==> src/rtl/dragon_pkg.sv <==
package dragon_pkg;

   typedef enum logic [2:0] {
      LS_NONE  = 3'd0,
      LS_EXCL  = 3'd1,
      LS_SHCLN = 3'd2,
      LS_SHMOD = 3'd3,
      LS_MOD   = 3'd4
   } line_st_e;

   typedef enum logic [1:0] {
      BC_IDLE   = 2'd0,
      BC_READ   = 2'd1,
      BC_UPDATE = 2'd2,
      BC_WBACK  = 2'd3
   } bus_cmd_e;

   typedef enum logic [2:0] {
      SQ_IDLE, SQ_WBACK, SQ_FILL, SQ_UPD, SQ_DONE
   } seq_st_e;

   function automatic logic st_dirty(line_st_e s);
      return (s == LS_SHMOD) || (s == LS_MOD);
   endfunction

endpackage

==> src/rtl/dragon_line_store.sv <==
module dragon_line_store
   import dragon_pkg::*;
#(
   parameter int IDX_W  = 2,
   parameter int TAG_W  = 6,
   parameter int DATA_W = 16
) (
   input  logic              clk,
   input  logic              rst_n,
   // sequencer write port
   input  logic              a_wr_en,
   input  logic [IDX_W-1:0]  a_idx,
   input  logic [TAG_W-1:0]  a_tag,
   input  line_st_e          a_st,
   input  logic              a_data_en,
   input  logic [DATA_W-1:0] a_data,
   // snoop write port (wins on a collision)
   input  logic              b_wr_en,
   input  logic [IDX_W-1:0]  b_idx,
   input  line_st_e          b_st,
   input  logic              b_data_en,
   input  logic [DATA_W-1:0] b_data,
   // read ports
   input  logic [IDX_W-1:0]  ra_idx,
   output line_st_e          ra_st,
   output logic [TAG_W-1:0]  ra_tag,
   output logic [DATA_W-1:0] ra_data,
   input  logic [IDX_W-1:0]  rb_idx,
   output line_st_e          rb_st,
   output logic [TAG_W-1:0]  rb_tag,
   output logic [DATA_W-1:0] rb_data
);

   localparam int NLINES = 1 << IDX_W;

   line_st_e          st_arr  [NLINES];
   logic [TAG_W-1:0]  tag_arr [NLINES];
   logic [DATA_W-1:0] dat_arr [NLINES];

   for (genvar i = 0; i < NLINES; i++) begin : g_line
      localparam logic [IDX_W-1:0] MY_IDX = IDX_W'(i);
      line_st_e          st_q;
      logic [TAG_W-1:0]  tag_q;
      logic [DATA_W-1:0] dat_q;

      always_ff @(posedge clk) begin
         if (!rst_n) begin
            st_q  <= LS_NONE;
            tag_q <= '0;
            dat_q <= '0;
         end else if (b_wr_en && (b_idx == MY_IDX)) begin
            st_q <= b_st;
            if (b_data_en) dat_q <= b_data;
         end else if (a_wr_en && (a_idx == MY_IDX)) begin
            st_q  <= a_st;
            tag_q <= a_tag;
            if (a_data_en) dat_q <= a_data;
         end
      end

      assign st_arr[i]  = st_q;
      assign tag_arr[i] = tag_q;
      assign dat_arr[i] = dat_q;
   end

   assign ra_st   = st_arr[ra_idx];
   assign ra_tag  = tag_arr[ra_idx];
   assign ra_data = dat_arr[ra_idx];
   assign rb_st   = st_arr[rb_idx];
   assign rb_tag  = tag_arr[rb_idx];
   assign rb_data = dat_arr[rb_idx];

endmodule

==> src/rtl/dragon_snoop_unit.sv <==
module dragon_snoop_unit
   import dragon_pkg::*;
#(
   parameter int TAG_W  = 6,
   parameter int DATA_W = 16
) (
   input  logic              snp_valid,
   input  logic [1:0]        snp_cmd,
   input  logic [TAG_W-1:0]  snp_tag,
   input  logic [DATA_W-1:0] snp_data,
   input  line_st_e          cur_st,
   input  logic [TAG_W-1:0]  cur_tag,
   input  logic [DATA_W-1:0] cur_data,
   output logic              shared_o,
   output logic              flush_o,
   output logic [DATA_W-1:0] flush_data_o,
   output logic              wr_en_o,
   output line_st_e          nxt_st_o,
   output logic              data_en_o,
   output logic [DATA_W-1:0] data_o
);

   logic held, is_rd, is_up;

   always_comb begin
      held  = snp_valid && (cur_st != LS_NONE) && (cur_tag == snp_tag);
      is_rd = (snp_cmd == BC_READ);
      is_up = (snp_cmd == BC_UPDATE);

      shared_o     = held && (is_rd || is_up);
      flush_o      = held && is_rd && st_dirty(cur_st);
      flush_data_o = flush_o ? cur_data : '0;

      wr_en_o   = shared_o;
      data_en_o = held && is_up;
      data_o    = snp_data;
      nxt_st_o  = cur_st;
      if (is_rd) begin
         if (cur_st == LS_EXCL)     nxt_st_o = LS_SHCLN;
         else if (cur_st == LS_MOD) nxt_st_o = LS_SHMOD;
      end else if (is_up) begin
         if (cur_st == LS_SHMOD)    nxt_st_o = LS_SHCLN;
      end
   end

endmodule

==> src/rtl/dragon_proc_seq.sv <==
module dragon_proc_seq
   import dragon_pkg::*;
#(
   parameter int TAG_W  = 6,
   parameter int DATA_W = 16
) (
   input  logic              clk,
   input  logic              rst_n,
   input  logic              cpu_req,
   input  logic              cpu_we,
   input  logic [TAG_W-1:0]  cpu_tag,
   input  logic [DATA_W-1:0] cpu_wdata,
   input  logic              snp_busy,
   input  logic              bus_gnt,
   input  logic              bus_shared,
   input  logic [DATA_W-1:0] bus_fill,
   input  line_st_e          cur_st,
   input  logic [TAG_W-1:0]  cur_tag,
   input  logic [DATA_W-1:0] cur_data,
   output logic              cpu_done,
   output logic [DATA_W-1:0] cpu_rdata,
   output logic              req_valid,
   output logic [1:0]        req_cmd,
   output logic [TAG_W-1:0]  req_tag,
   output logic [DATA_W-1:0] req_data,
   output logic              wr_en,
   output line_st_e          wr_st,
   output logic              wr_data_en,
   output logic [DATA_W-1:0] wr_data
);

   seq_st_e           st_q, st_d;
   logic              load_rd;
   logic [DATA_W-1:0] rd_val;
   logic [DATA_W-1:0] rdata_q;
   logic              hit;

   always_comb begin
      hit        = (cur_st != LS_NONE) && (cur_tag == cpu_tag);
      st_d       = st_q;
      load_rd    = 1'b0;
      rd_val     = cur_data;
      req_valid  = 1'b0;
      req_cmd    = BC_IDLE;
      req_tag    = cpu_tag;
      req_data   = '0;
      wr_en      = 1'b0;
      wr_st      = LS_NONE;
      wr_data_en = 1'b0;
      wr_data    = cpu_wdata;
      unique case (st_q)
         SQ_IDLE: if (cpu_req && !snp_busy) begin
            if (hit) begin
               if (!cpu_we) begin
                  load_rd = 1'b1;
                  st_d    = SQ_DONE;
               end else if ((cur_st == LS_EXCL) || (cur_st == LS_MOD)) begin
                  wr_en      = 1'b1;
                  wr_st      = LS_MOD;
                  wr_data_en = 1'b1;
                  st_d       = SQ_DONE;
               end else begin
                  st_d = SQ_UPD;
               end
            end else begin
               st_d = st_dirty(cur_st) ? SQ_WBACK : SQ_FILL;
            end
         end
         SQ_WBACK: begin
            req_valid = 1'b1;
            req_cmd   = BC_WBACK;
            req_tag   = cur_tag;
            req_data  = cur_data;
            if (bus_gnt) st_d = SQ_FILL;
         end
         SQ_FILL: begin
            req_valid = 1'b1;
            req_cmd   = BC_READ;
            if (bus_gnt) begin
               wr_en      = 1'b1;
               wr_data_en = 1'b1;
               if (!cpu_we) begin
                  wr_st   = bus_shared ? LS_SHCLN : LS_EXCL;
                  wr_data = bus_fill;
                  load_rd = 1'b1;
                  rd_val  = bus_fill;
                  st_d    = SQ_DONE;
               end else if (bus_shared) begin
                  wr_st   = LS_SHCLN;
                  wr_data = bus_fill;
                  st_d    = SQ_UPD;
               end else begin
                  wr_st = LS_MOD;
                  st_d  = SQ_DONE;
               end
            end
         end
         SQ_UPD: begin
            req_valid = 1'b1;
            req_cmd   = BC_UPDATE;
            req_data  = cpu_wdata;
            if (bus_gnt) begin
               wr_en      = 1'b1;
               wr_st      = bus_shared ? LS_SHMOD : LS_MOD;
               wr_data_en = 1'b1;
               st_d       = SQ_DONE;
            end
         end
         SQ_DONE: st_d = SQ_IDLE;
         default: st_d = SQ_IDLE;
      endcase
   end

   always_ff @(posedge clk) begin
      if (!rst_n) begin
         st_q    <= SQ_IDLE;
         rdata_q <= '0;
      end else begin
         st_q <= st_d;
         if (load_rd) rdata_q <= rd_val;
      end
   end

   assign cpu_done  = (st_q == SQ_DONE);
   assign cpu_rdata = rdata_q;

endmodule

==> src/rtl/dragon_ctrl.sv <==
module dragon_ctrl
   import dragon_pkg::*;
#(
   parameter int ADDR_W = 8,
   parameter int IDX_W  = 2,
   parameter int DATA_W = 16
) (
   input  logic              clk,
   input  logic              rst_n,
   input  logic              cpu_req,
   input  logic              cpu_we,
   input  logic [ADDR_W-1:0] cpu_addr,
   input  logic [DATA_W-1:0] cpu_wdata,
   output logic              cpu_done,
   output logic [DATA_W-1:0] cpu_rdata,
   output logic              bus_req_valid,
   output logic [1:0]        bus_req_cmd,
   output logic [ADDR_W-1:0] bus_req_addr,
   output logic [DATA_W-1:0] bus_req_data,
   input  logic              bus_gnt,
   input  logic              bus_shared_in,
   input  logic [DATA_W-1:0] bus_fill_data,
   input  logic              snp_valid,
   input  logic [1:0]        snp_cmd,
   input  logic [ADDR_W-1:0] snp_addr,
   input  logic [DATA_W-1:0] snp_data,
   output logic              snp_shared,
   output logic              snp_flush,
   output logic [DATA_W-1:0] snp_flush_data
);

   localparam int TAG_W = ADDR_W - IDX_W;

   if (IDX_W < 1 || IDX_W > 10) begin : g_bad_idx
      $error("dragon_ctrl: IDX_W must lie in 1..10");
   end
   if (TAG_W < 1) begin : g_bad_tag
      $error("dragon_ctrl: ADDR_W must exceed IDX_W");
   end
   if (DATA_W < 1) begin : g_bad_data
      $error("dragon_ctrl: DATA_W must be positive");
   end

   logic [IDX_W-1:0]  c_idx, s_idx;
   logic [TAG_W-1:0]  c_tag, s_tag;
   line_st_e          ra_st, rb_st;
   logic [TAG_W-1:0]  ra_tag, rb_tag;
   logic [DATA_W-1:0] ra_data, rb_data;

   logic              a_wr_en, a_data_en;
   line_st_e          a_st;
   logic [DATA_W-1:0] a_data;
   logic              b_wr_en, b_data_en;
   line_st_e          b_st;
   logic [DATA_W-1:0] b_data;
   logic [TAG_W-1:0]  req_tag;

   assign c_idx = cpu_addr[IDX_W-1:0];
   assign c_tag = cpu_addr[ADDR_W-1:IDX_W];
   assign s_idx = snp_addr[IDX_W-1:0];
   assign s_tag = snp_addr[ADDR_W-1:IDX_W];

   dragon_line_store #(.IDX_W(IDX_W), .TAG_W(TAG_W), .DATA_W(DATA_W)) u_store (
      .clk       (clk),
      .rst_n     (rst_n),
      .a_wr_en   (a_wr_en),
      .a_idx     (c_idx),
      .a_tag     (c_tag),
      .a_st      (a_st),
      .a_data_en (a_data_en),
      .a_data    (a_data),
      .b_wr_en   (b_wr_en),
      .b_idx     (s_idx),
      .b_st      (b_st),
      .b_data_en (b_data_en),
      .b_data    (b_data),
      .ra_idx    (c_idx),
      .ra_st     (ra_st),
      .ra_tag    (ra_tag),
      .ra_data   (ra_data),
      .rb_idx    (s_idx),
      .rb_st     (rb_st),
      .rb_tag    (rb_tag),
      .rb_data   (rb_data)
   );

   dragon_snoop_unit #(.TAG_W(TAG_W), .DATA_W(DATA_W)) u_snoop (
      .snp_valid    (snp_valid),
      .snp_cmd      (snp_cmd),
      .snp_tag      (s_tag),
      .snp_data     (snp_data),
      .cur_st       (rb_st),
      .cur_tag      (rb_tag),
      .cur_data     (rb_data),
      .shared_o     (snp_shared),
      .flush_o      (snp_flush),
      .flush_data_o (snp_flush_data),
      .wr_en_o      (b_wr_en),
      .nxt_st_o     (b_st),
      .data_en_o    (b_data_en),
      .data_o       (b_data)
   );

   dragon_proc_seq #(.TAG_W(TAG_W), .DATA_W(DATA_W)) u_seq (
      .clk        (clk),
      .rst_n      (rst_n),
      .cpu_req    (cpu_req),
      .cpu_we     (cpu_we),
      .cpu_tag    (c_tag),
      .cpu_wdata  (cpu_wdata),
      .snp_busy   (snp_valid),
      .bus_gnt    (bus_gnt),
      .bus_shared (bus_shared_in),
      .bus_fill   (bus_fill_data),
      .cur_st     (ra_st),
      .cur_tag    (ra_tag),
      .cur_data   (ra_data),
      .cpu_done   (cpu_done),
      .cpu_rdata  (cpu_rdata),
      .req_valid  (bus_req_valid),
      .req_cmd    (bus_req_cmd),
      .req_tag    (req_tag),
      .req_data   (bus_req_data),
      .wr_en      (a_wr_en),
      .wr_st      (a_st),
      .wr_data_en (a_data_en),
      .wr_data    (a_data)
   );

   assign bus_req_addr = {req_tag, c_idx};

endmodule

==> config.mk <==
export PLATFORM = sky130hd
export DESIGN_NAME = dragon_ctrl
export DESIGN_NICKNAME = d
export VERILOG_FILES = /design/src/rtl/dragon_pkg.sv /design/src/rtl/dragon_line_store.sv /design/src/rtl/dragon_snoop_unit.sv /design/src/rtl/dragon_proc_seq.sv /design/src/rtl/dragon_ctrl.sv
export SDC_FILE = /design/constraint.sdc
export NUM_CORES = 1
export LEC_CHECK = 0
export BUFFER_PORTS_ARGS = -buffer_cell sky130_fd_sc_hd__buf_2
export CAP_MARGIN = 20
export CORE_ASPECT_RATIO = 0.8
export CORE_UTILIZATION = 57
export CTS_CLUSTER_SIZE = 14
export DETAILED_ROUTE_END_ITERATION = 16
export PLACE_DENSITY = 0.81
export RECOVER_POWER = 100
export SLEW_MARGIN = 20
export SYNTH_ARGS = -nofsm -noshare
export SYNTH_HDL_FRONTEND = slang
export SYNTH_SLANG_ARGS = --single-unit
export TNS_END_PERCENT = 100
==> constraint.sdc <==
create_clock -name clk -period 2.9 [get_ports clk]
set_input_delay 0.145 -clock clk [delete_from_list [all_inputs] [get_ports clk]]
set_output_delay 0.145 -clock clk [all_outputs]
set_load 0.02 [all_outputs]
==> impl_metrics.env, run 1 <==
export IMPL_status="finished clean"
export IMPL_drive_above_1_share=0.2867
export IMPL_track_usage=0.3567
export IMPL_power_density_mw_per_mm2=490.8
export IMPL_cts_tree="built"
export IMPL_seq_power_share=0.380
export IMPL_cts_buffers=17
export IMPL_synth_edf_count=0
export IMPL_holdBufCountCts=0
export IMPL_clkTransAtPathRegs_ns=0.06
export IMPL_ys_types=54
export IMPL_power_switching_mw=1.092
export IMPL_grt_ovfl_total=0
export IMPL_antenna_found_initial=0
export IMPL_hold_violations=0
export IMPL_cap_violations=0
export IMPL_synth_seq_area_share=0.3206
export IMPL_post_route_min_period_ns=2.846
export IMPL_switching_share=0.2495
export IMPL_cp_max_fo=17
export IMPL_core_area_sq_mm=0.01243
export IMPL_netlist_area_leader_share=0.3206
export IMPL_cp_required_ns=2.76
export IMPL_syn_avg_cell_area_sq_um=9.802
export IMPL_syn_area_sq_mm=0.007430
export IMPL_crit_type="flip-flop to output pin"
export IMPL_root_buffer="clkbuf_16"
export IMPL_arrival_ns=2.70
export IMPL_antenna_cells=0
export IMPL_timing_final_ws_setup_ns=0.05439
export IMPL_synthCells=758
export IMPL_ys_warn_count=0
export IMPL_max_slew_margin_rel=0.4280
export IMPL_stdcell_count=1050
export IMPL_worstMarginPinSlew_ns=0.8571
export IMPL_grt_pass1_wl_microns=37180
export IMPL_fillers=920
export IMPL_finalSetupViolations=0
export IMPL_ir_worst_vdd_v=0.0004822
export IMPL_fin_hold_ws_ns=0.07229
export IMPL_worst_setup_path_start_kind="flip-flop"
export IMPL_drtPass1Iterations=5
export IMPL_post_place_cells=1018
export IMPL_fin_nets=941
export IMPL_power_share_clock=0.519
export IMPL_post_route_util=0.7175
export IMPL_place_hpwl_microns=15970
export IMPL_grt_pass1_vias=6943
export IMPL_place_congestion=0.9005
export IMPL_wl_per_cell_microns=22.73
export IMPL_numClockSinks=119
export IMPL_ant_nets=0
export IMPL_pre_cts_ws_ns=-0.06124
export IMPL_pwr_share_comb=0.102
export IMPL_yosysTopAreaCell="dfxtp_1"
export IMPL_max_freq_mhz=351.4
export IMPL_async_flop_share=0
export IMPL_ys_seq_elements=119
export IMPL_p_leak_nw=3.693
export IMPL_endpoint_kind="output pin"
export IMPL_cts_max_level=4
export IMPL_wl_microns=23870
export IMPL_drtIter0Drc=827
export IMPL_power_mw=4.378
export IMPL_synthToLayoutAreaGrowth_pct=20.06
export IMPL_num_io_pins=135
export IMPL_ys_flop_type="dfxtp_1"
export IMPL_port_buffers=134
export IMPL_vias=7380
export IMPL_internal_power_mw=3.285
export IMPL_syn_num_nets=833
export IMPL_grt_max_degree=71
export IMPL_die_y_microns=104.1
export IMPL_vias_per_cell=7.029
export IMPL_clkLatencyLatePin_ns=0.41
export IMPL_die_w_microns=129.6
export IMPL_start_util=0.5976
export IMPL_cts_buffer_depth=2
export IMPL_remaining_drc_errors=0
export IMPL_synth_top_cells_by_area="dfxtp_1 32%, mux4_2 15%, a41o_1 8.6%"
export IMPL_rows=36
export IMPL_hold_path_class="input pin to flip-flop"
export IMPL_drv_slew=0
export IMPL_die_area_sq_mm=0.01350
export IMPL_fin_crit_sh=0.9812
export IMPL_final_setup_skew_ns=0.008483
## cells in the final DEF, fill, tap and decap left out, types with 7 or more instances in the layout
| cell | n |
|---|---|
| dfxtp_1 | 119 |
| buf_2 | 78 |
| a41o_1 | 64 |
| nand2_1 | 56 |
| mux4_2 | 50 |
| o22ai_1 | 46 |
| clkbuf_1 | 45 |
| nor2_1 | 38 |
| nand3_1 | 37 |
| mux2i_1 | 35 |
| o21ai_0 | 34 |
| buf_4 | 21 |
| mux2_2 | 20 |
| o32ai_1 | 20 |
| nor2b_1 | 19 |
| clkbuf_16 | 17 |
| clkbuf_2 | 17 |
| inv_1 | 13 |
| a21oi_1 | 11 |
| o31ai_2 | 11 |
| xnor2_1 | 10 |
| buf_12 | 9 |
| a211oi_1 | 7 |
## per-stage QoR
stage               instance area (sq um)  setup TNS (ns)
floorplan                            7430               0
global placement                     8384               0
detailed placement                   8384         -0.5319
CTS                                  9021               0
global route                         8920         -0.6960
finish                               8920               0
## final cells by class
| type | instances | area (sq um) | share of cell area |
|---|---|---|---|
| Tap cell | 171 | 214.0 | 0.02399 |
| Clock buffer | 18 | 439.2 | 0.04924 |
| Multi-Input combinational cell | 544 | 4648 | 0.5211 |
| Inverter | 13 | 48.80 | 0.005471 |
| Sequential cell | 119 | 2382 | 0.2671 |
| Clock inverter | 14 | 197.7 | 0.02216 |
| Timing Repair Buffer | 171 | 989.7 | 0.1110 |
## cells in the mapped netlist, types with 13 or more instances
master    instances
clkbuf_1         58
a41o_1           64
inv_1            13
nor2b_1          19
dfxtp_1         119
nand2_1          56
o32ai_1          20
nor2_1           39
o22ai_1          46
mux2i_1          35
nand3_1          38
o31ai_2          14
mux2_2           22
o21ai_0          34
mux4_2           50
## cells by family (layout without fill, tap and decap cells)
| group | count (synthesis) | after routing | share of synthesized area |
|---|---|---|---|
| compound gates | 226 | 226 | 0.2412 |
| xor+xnor | 16 | 16 | 0.01886 |
| fa+ha+maj | 2 | 2 | 0.003368 |
| buf+inv | 95 | 216 | 0.05473 |
| flops | 119 | 119 | 0.3206 |
| mux | 107 | 107 | 0.2321 |
| simple gates | 193 | 193 | 0.1292 |
## final timing paths
kind / start / to / slack (ns) / cells after the start
hold reg to reg: u_seq.cpu_rdata[0] / u_seq.cpu_rdata[0] / 0.47 / 2
setup / recovery: u_store.g_line[3].tag_q[3] / snp_flush_data[1] / 0.05 / 8
setup reg to reg: u_store.g_line[3].tag_q[0] / u_store.g_line[0].dat_q[4] / 0.08 / 9
hold / removal: cpu_addr[3] / u_store.g_line[1].tag_q[1] / 0.07 / 3
## registers in the layout, summed over array words and instances, names as in the netlist
name and count:
u_seq.cpu_rdata 16, u_store.g_line.st_q 12, u_seq.st_q 3, u_store.g_line.dat_q 64, u_store.g_line.tag_q 24
## metal layers
metal  global-route usage  up-vias  routed length (microns)
met5                    0        -                        0
met4               0.1346        0                      539
met3              0.08693       52                     2919
met2               0.5252      564                    10750
met1               0.5038     3532                     9654
li1                     -     3232                        -
## power groups by stage
stage	registers (mW)	logic (mW)	clock network (mW)
after detailed placement	1.70	0.433	0
after global placement	1.70	0.422	0
after floorplan	1.69	0.281	0
after global routing	1.66	0.470	2.36
after CTS	1.66	0.437	2.28
final	1.66	0.446	2.27
## critical path: stages, from the launching register on
cell,delay (ns)
dfxtp_1,0.33
mux4_2,0.49
xnor2_1,0.23
nand3_2,0.24
nor2_1,0.24
nand3_1,0.10
buf_4,0.23
nor2b_1,0.22
clkbuf_2,0.21
## timing repair
action,in CTS,in global routing
setup buffers,0,0
resized for setup,0,3
setup endpoints to repair,0,13
Note: power is estimated with default switching activity, not from simulation.
==> run 2, diff against run 1 <==
--- a/config.mk
+++ b/config.mk
@@ -5,10 +5,11 @@
 export SDC_FILE = /design/constraint.sdc
 export NUM_CORES = 1
 export LEC_CHECK = 0
+export ABC_AREA = 1
 export BUFFER_PORTS_ARGS = -buffer_cell sky130_fd_sc_hd__buf_2
 export CAP_MARGIN = 20
 export CORE_ASPECT_RATIO = 0.8
-export CORE_UTILIZATION = 57
+export CORE_UTILIZATION = 58
 export CTS_CLUSTER_SIZE = 14
 export DETAILED_ROUTE_END_ITERATION = 16
 export PLACE_DENSITY = 0.81
==> impl_metrics.env, run 2 <==
export IMPL_status="finished clean"
export IMPL_rr_endpoint="u_store.g_line[2].dat_q[4]"
export IMPL_crit_slowest_cell="a221oi_1"
export IMPL_holdCritStartpoint="bus_fill_data[8]"
export IMPL_fin_nets=1642
export IMPL_max_slew_margin_rel=0.3144
export IMPL_syn_avg_cell_area_sq_um=5.942
export IMPL_stdcell_area_sq_mm=0.009996
export IMPL_drtPass1Iterations=9
export IMPL_setup_tns_ns=0
export IMPL_vias_per_cell=6.089
export IMPL_die_y_microns=112.3
export IMPL_synth_edf_count=0
export IMPL_antenna_found_initial=0
export IMPL_max_freq_mhz=363.3
export IMPL_grt_max_degree=73
export IMPL_hold_path_class="input pin to flip-flop"
export IMPL_layout_cells_most_common_list="506 x nand2_1, 125 x inv_1, 119 x dfxtp_1"
export IMPL_synthCells=1484
export IMPL_fin_crit_sh=0.9490
export IMPL_clkTransAtPathRegs_ns=0.06
export IMPL_crit_family="buffers and inverters"
export IMPL_drv_slew=0
export IMPL_post_place_cells=1732
export IMPL_grt_ovfl_total=0
export IMPL_power_mw=5.420
export IMPL_holdBufCountCts=0
export IMPL_remaining_drc_errors=0
export IMPL_synth_top_cells_by_count="505 x nand2_1, 126 x inv_1, 119 x dfxtp_1, 112 x a21oi_1, 106 x nand3_1"
export IMPL_critPathBufInv=4
export IMPL_grtUsageMet3=0.1924
export IMPL_finalSetupViolations=0
export IMPL_use_met2=0.5510
export IMPL_wl_microns=31790
export IMPL_core_area_sq_mm=0.01454
export IMPL_cts_buffer_depth=2
export IMPL_track_usage=0.4065
export IMPL_ys_warn_count=0
export IMPL_netlist_area_leader_share=0.2701
export IMPL_die_area_sq_mm=0.01570
export IMPL_slowest_delay_ns=0.62
export IMPL_reg2reg_from="u_store.g_line[0].tag_q[2]"
export IMPL_place_hpwl_microns=21640
export IMPL_stdcell_count=1764
export IMPL_syn_num_nets=1559
export IMPL_antenna_cells=0
export IMPL_ir_worst_vdd_v=0.0004838
export IMPL_ant_nets=0
export IMPL_worstRegToRegCells=14
export IMPL_start_util=0.6064
export IMPL_p_leak_nw=4.844
export IMPL_cts_resized=0
export IMPL_grt_pass1_wl_microns=49630
export IMPL_cts_setup_buffers=0
export IMPL_ys_flop_type="dfxtp_1"
export IMPL_rsz0062_at_grt="false"
export IMPL_endpoint_kind="output pin"
export IMPL_wl_per_cell_microns=18.02
export IMPL_place_area_sq_mm=0.009458
export IMPL_grt_busiest_layer="met1"
export IMPL_root_buffer="clkbuf_16"
export IMPL_gr_usage_met1=0.5700
export IMPL_vias=10740
export IMPL_clkLatencyLatePin_ns=0.43
export IMPL_crit_type="input pin to output pin"
export IMPL_largest_register="u_store.g_line.dat_q"
export IMPL_cp_max_fo=14
export IMPL_drtIter0Drc=1682
export IMPL_num_io_pins=135
export IMPL_post_route_min_period_ns=2.752
export IMPL_holdPathStages=3
export IMPL_port_buffers=134
export IMPL_cts_buffers=17
export IMPL_place_congestion=0.9774
export IMPL_die_w_microns=139.9
export IMPL_yosysMostFrequentCell="nand2_1"
export IMPL_numClockSinks=119
export IMPL_fin_hold_ws_ns=0.05500
export IMPL_cts_tree="built"
export IMPL_ys_types=36
export IMPL_regToRegSetupSlack_ns=0.18
export IMPL_crit_chain="clkbuf_1 > inv_1 > nand2_1 > clkbuf_4 > o22ai_1 > a221oi_1 > o22ai_1 > buf_2"
export IMPL_ys_seq_elements=119
export IMPL_synth_seq_area_share=0.2701
export IMPL_rows=39
export IMPL_pre_cts_ws_ns=0.3244
export IMPL_timing_final_ws_setup_ns=0.1478
export IMPL_yosysTopAreaCell="dfxtp_1"
export IMPL_worstMarginPinSlew_ns=1.022
export IMPL_async_flop_share=0
export IMPL_arrival_ns=2.61
export IMPL_largest_register_ffs=64
export IMPL_cts_max_level=4
export IMPL_power_density_mw_per_mm2=542.2
export IMPL_cap_violations=0
export IMPL_grt_pass1_vias=9158
export IMPL_hold_violations=0
export IMPL_hold_end="u_seq.cpu_rdata[8]"
export IMPL_final_setup_skew_ns=0.006463
export IMPL_syn_area_sq_mm=0.008818
export IMPL_worst_setup_path_start_kind="input pin"
export IMPL_synthToLayoutAreaGrowth_pct=13.35
export IMPL_synth_top_cells_by_area="dfxtp_1 27%, nand2_1 21%, nand4_1 7.1%"
export IMPL_crit_top_cell="o22ai_1"
export IMPL_cp_required_ns=2.76
export IMPL_post_route_util=0.6874
export IMPL_final_common_cell="nand2_1"
export IMPL_drive_above_1_share=0.1291
[run 2: cell count changes in the layout (fill, tap and decap cells not counted), sizes merged, moves of 20 or more]
| cell | delta |
|---|---|
| o21ai | +35 |
| nand2 | +454 |
| nor2 | +75 |
| nand3 | +75 |
| mux2 | -22 |
| a21oi | +103 |
| a41o | -64 |
| mux2i | -35 |
| inv | +119 |
| mux4 | -50 |
| o32ai | -20 |
| nand4 | +103 |
[run 2: worst max path at each step]
| stage | start | end | slack [ns] | cells after the start |
|---|---|---|---|---|
| 2_1_floorplan | snp_addr[0] | snp_flush_data[10] | 0.81 | 13 |
| 3_3_place_gp | snp_addr[0] | snp_flush_data[10] | 0.31 | 15 |
| 3_5_place_dp | snp_addr[0] | u_store.g_line[2].dat_q[5] | 0.32 | 16 |
| 4_1_cts | u_store.g_line[0].tag_q[2] | snp_flush_data[12] | 0.16 | 12 |
| 5_1_grt | u_store.g_line[0].tag_q[2] | u_store.g_line[0].st_q[2] | 0.03 | 15 |
| 6_report | cpu_addr[0] | bus_req_data[4] | 0.15 | 8 |
[run 2: report_power, final]
group	internal, mW	total, mW	switching, mW	leakage (nW)
registers	1.73	1.80	0.0705	0.961
clock network	1.44	2.29	0.853	0.292
logic	0.391	1.32	0.932	3.59
total	3.56	5.42	1.86	4.84
[run 2: layer usage]
| layer | part of all wire | vias up |
|---|---|---|
| li1 | - | 5109 |
| met4 | 0.016 | 2 |
| met5 | 0.0027 | - |
| met1 | 0.41 | 4712 |
| met2 | 0.38 | 834 |
| met3 | 0.19 | 84 |
[run 2: cells by family (layout without fill, tap and decap cells)]
group	count (synthesis)	after routing	synth area share
flops	119	119	0.2701
fa+ha+maj	2	2	0.002837
simple gates	845	845	0.4235
buf+inv	250	346	0.1312
compound gates	268	268	0.1722
[run 2: worst register-to-register path, delay by kind of cell, from the launching register on]
kind | cells | cell delay (ns)
buf+inv | 2 | 0.39
simple gates | 10 | 1.20
compound gates | 2 | 0.70
flops | 1 | 0.30
[run 2: cell type report]
| type | instances | area, sq um |
|---|---|---|
| Multi-Input combinational cell | 1115 | 5291 |
| Fill cell | 1324 | 4546 |
| Sequential cell | 119 | 2382 |
| Timing Repair Buffer | 180 | 958.4 |
| Inverter | 134 | 505.5 |
| Clock buffer | 17 | 425.4 |
| Tap cell | 184 | 230.2 |
| Clock inverter | 15 | 202.7 |
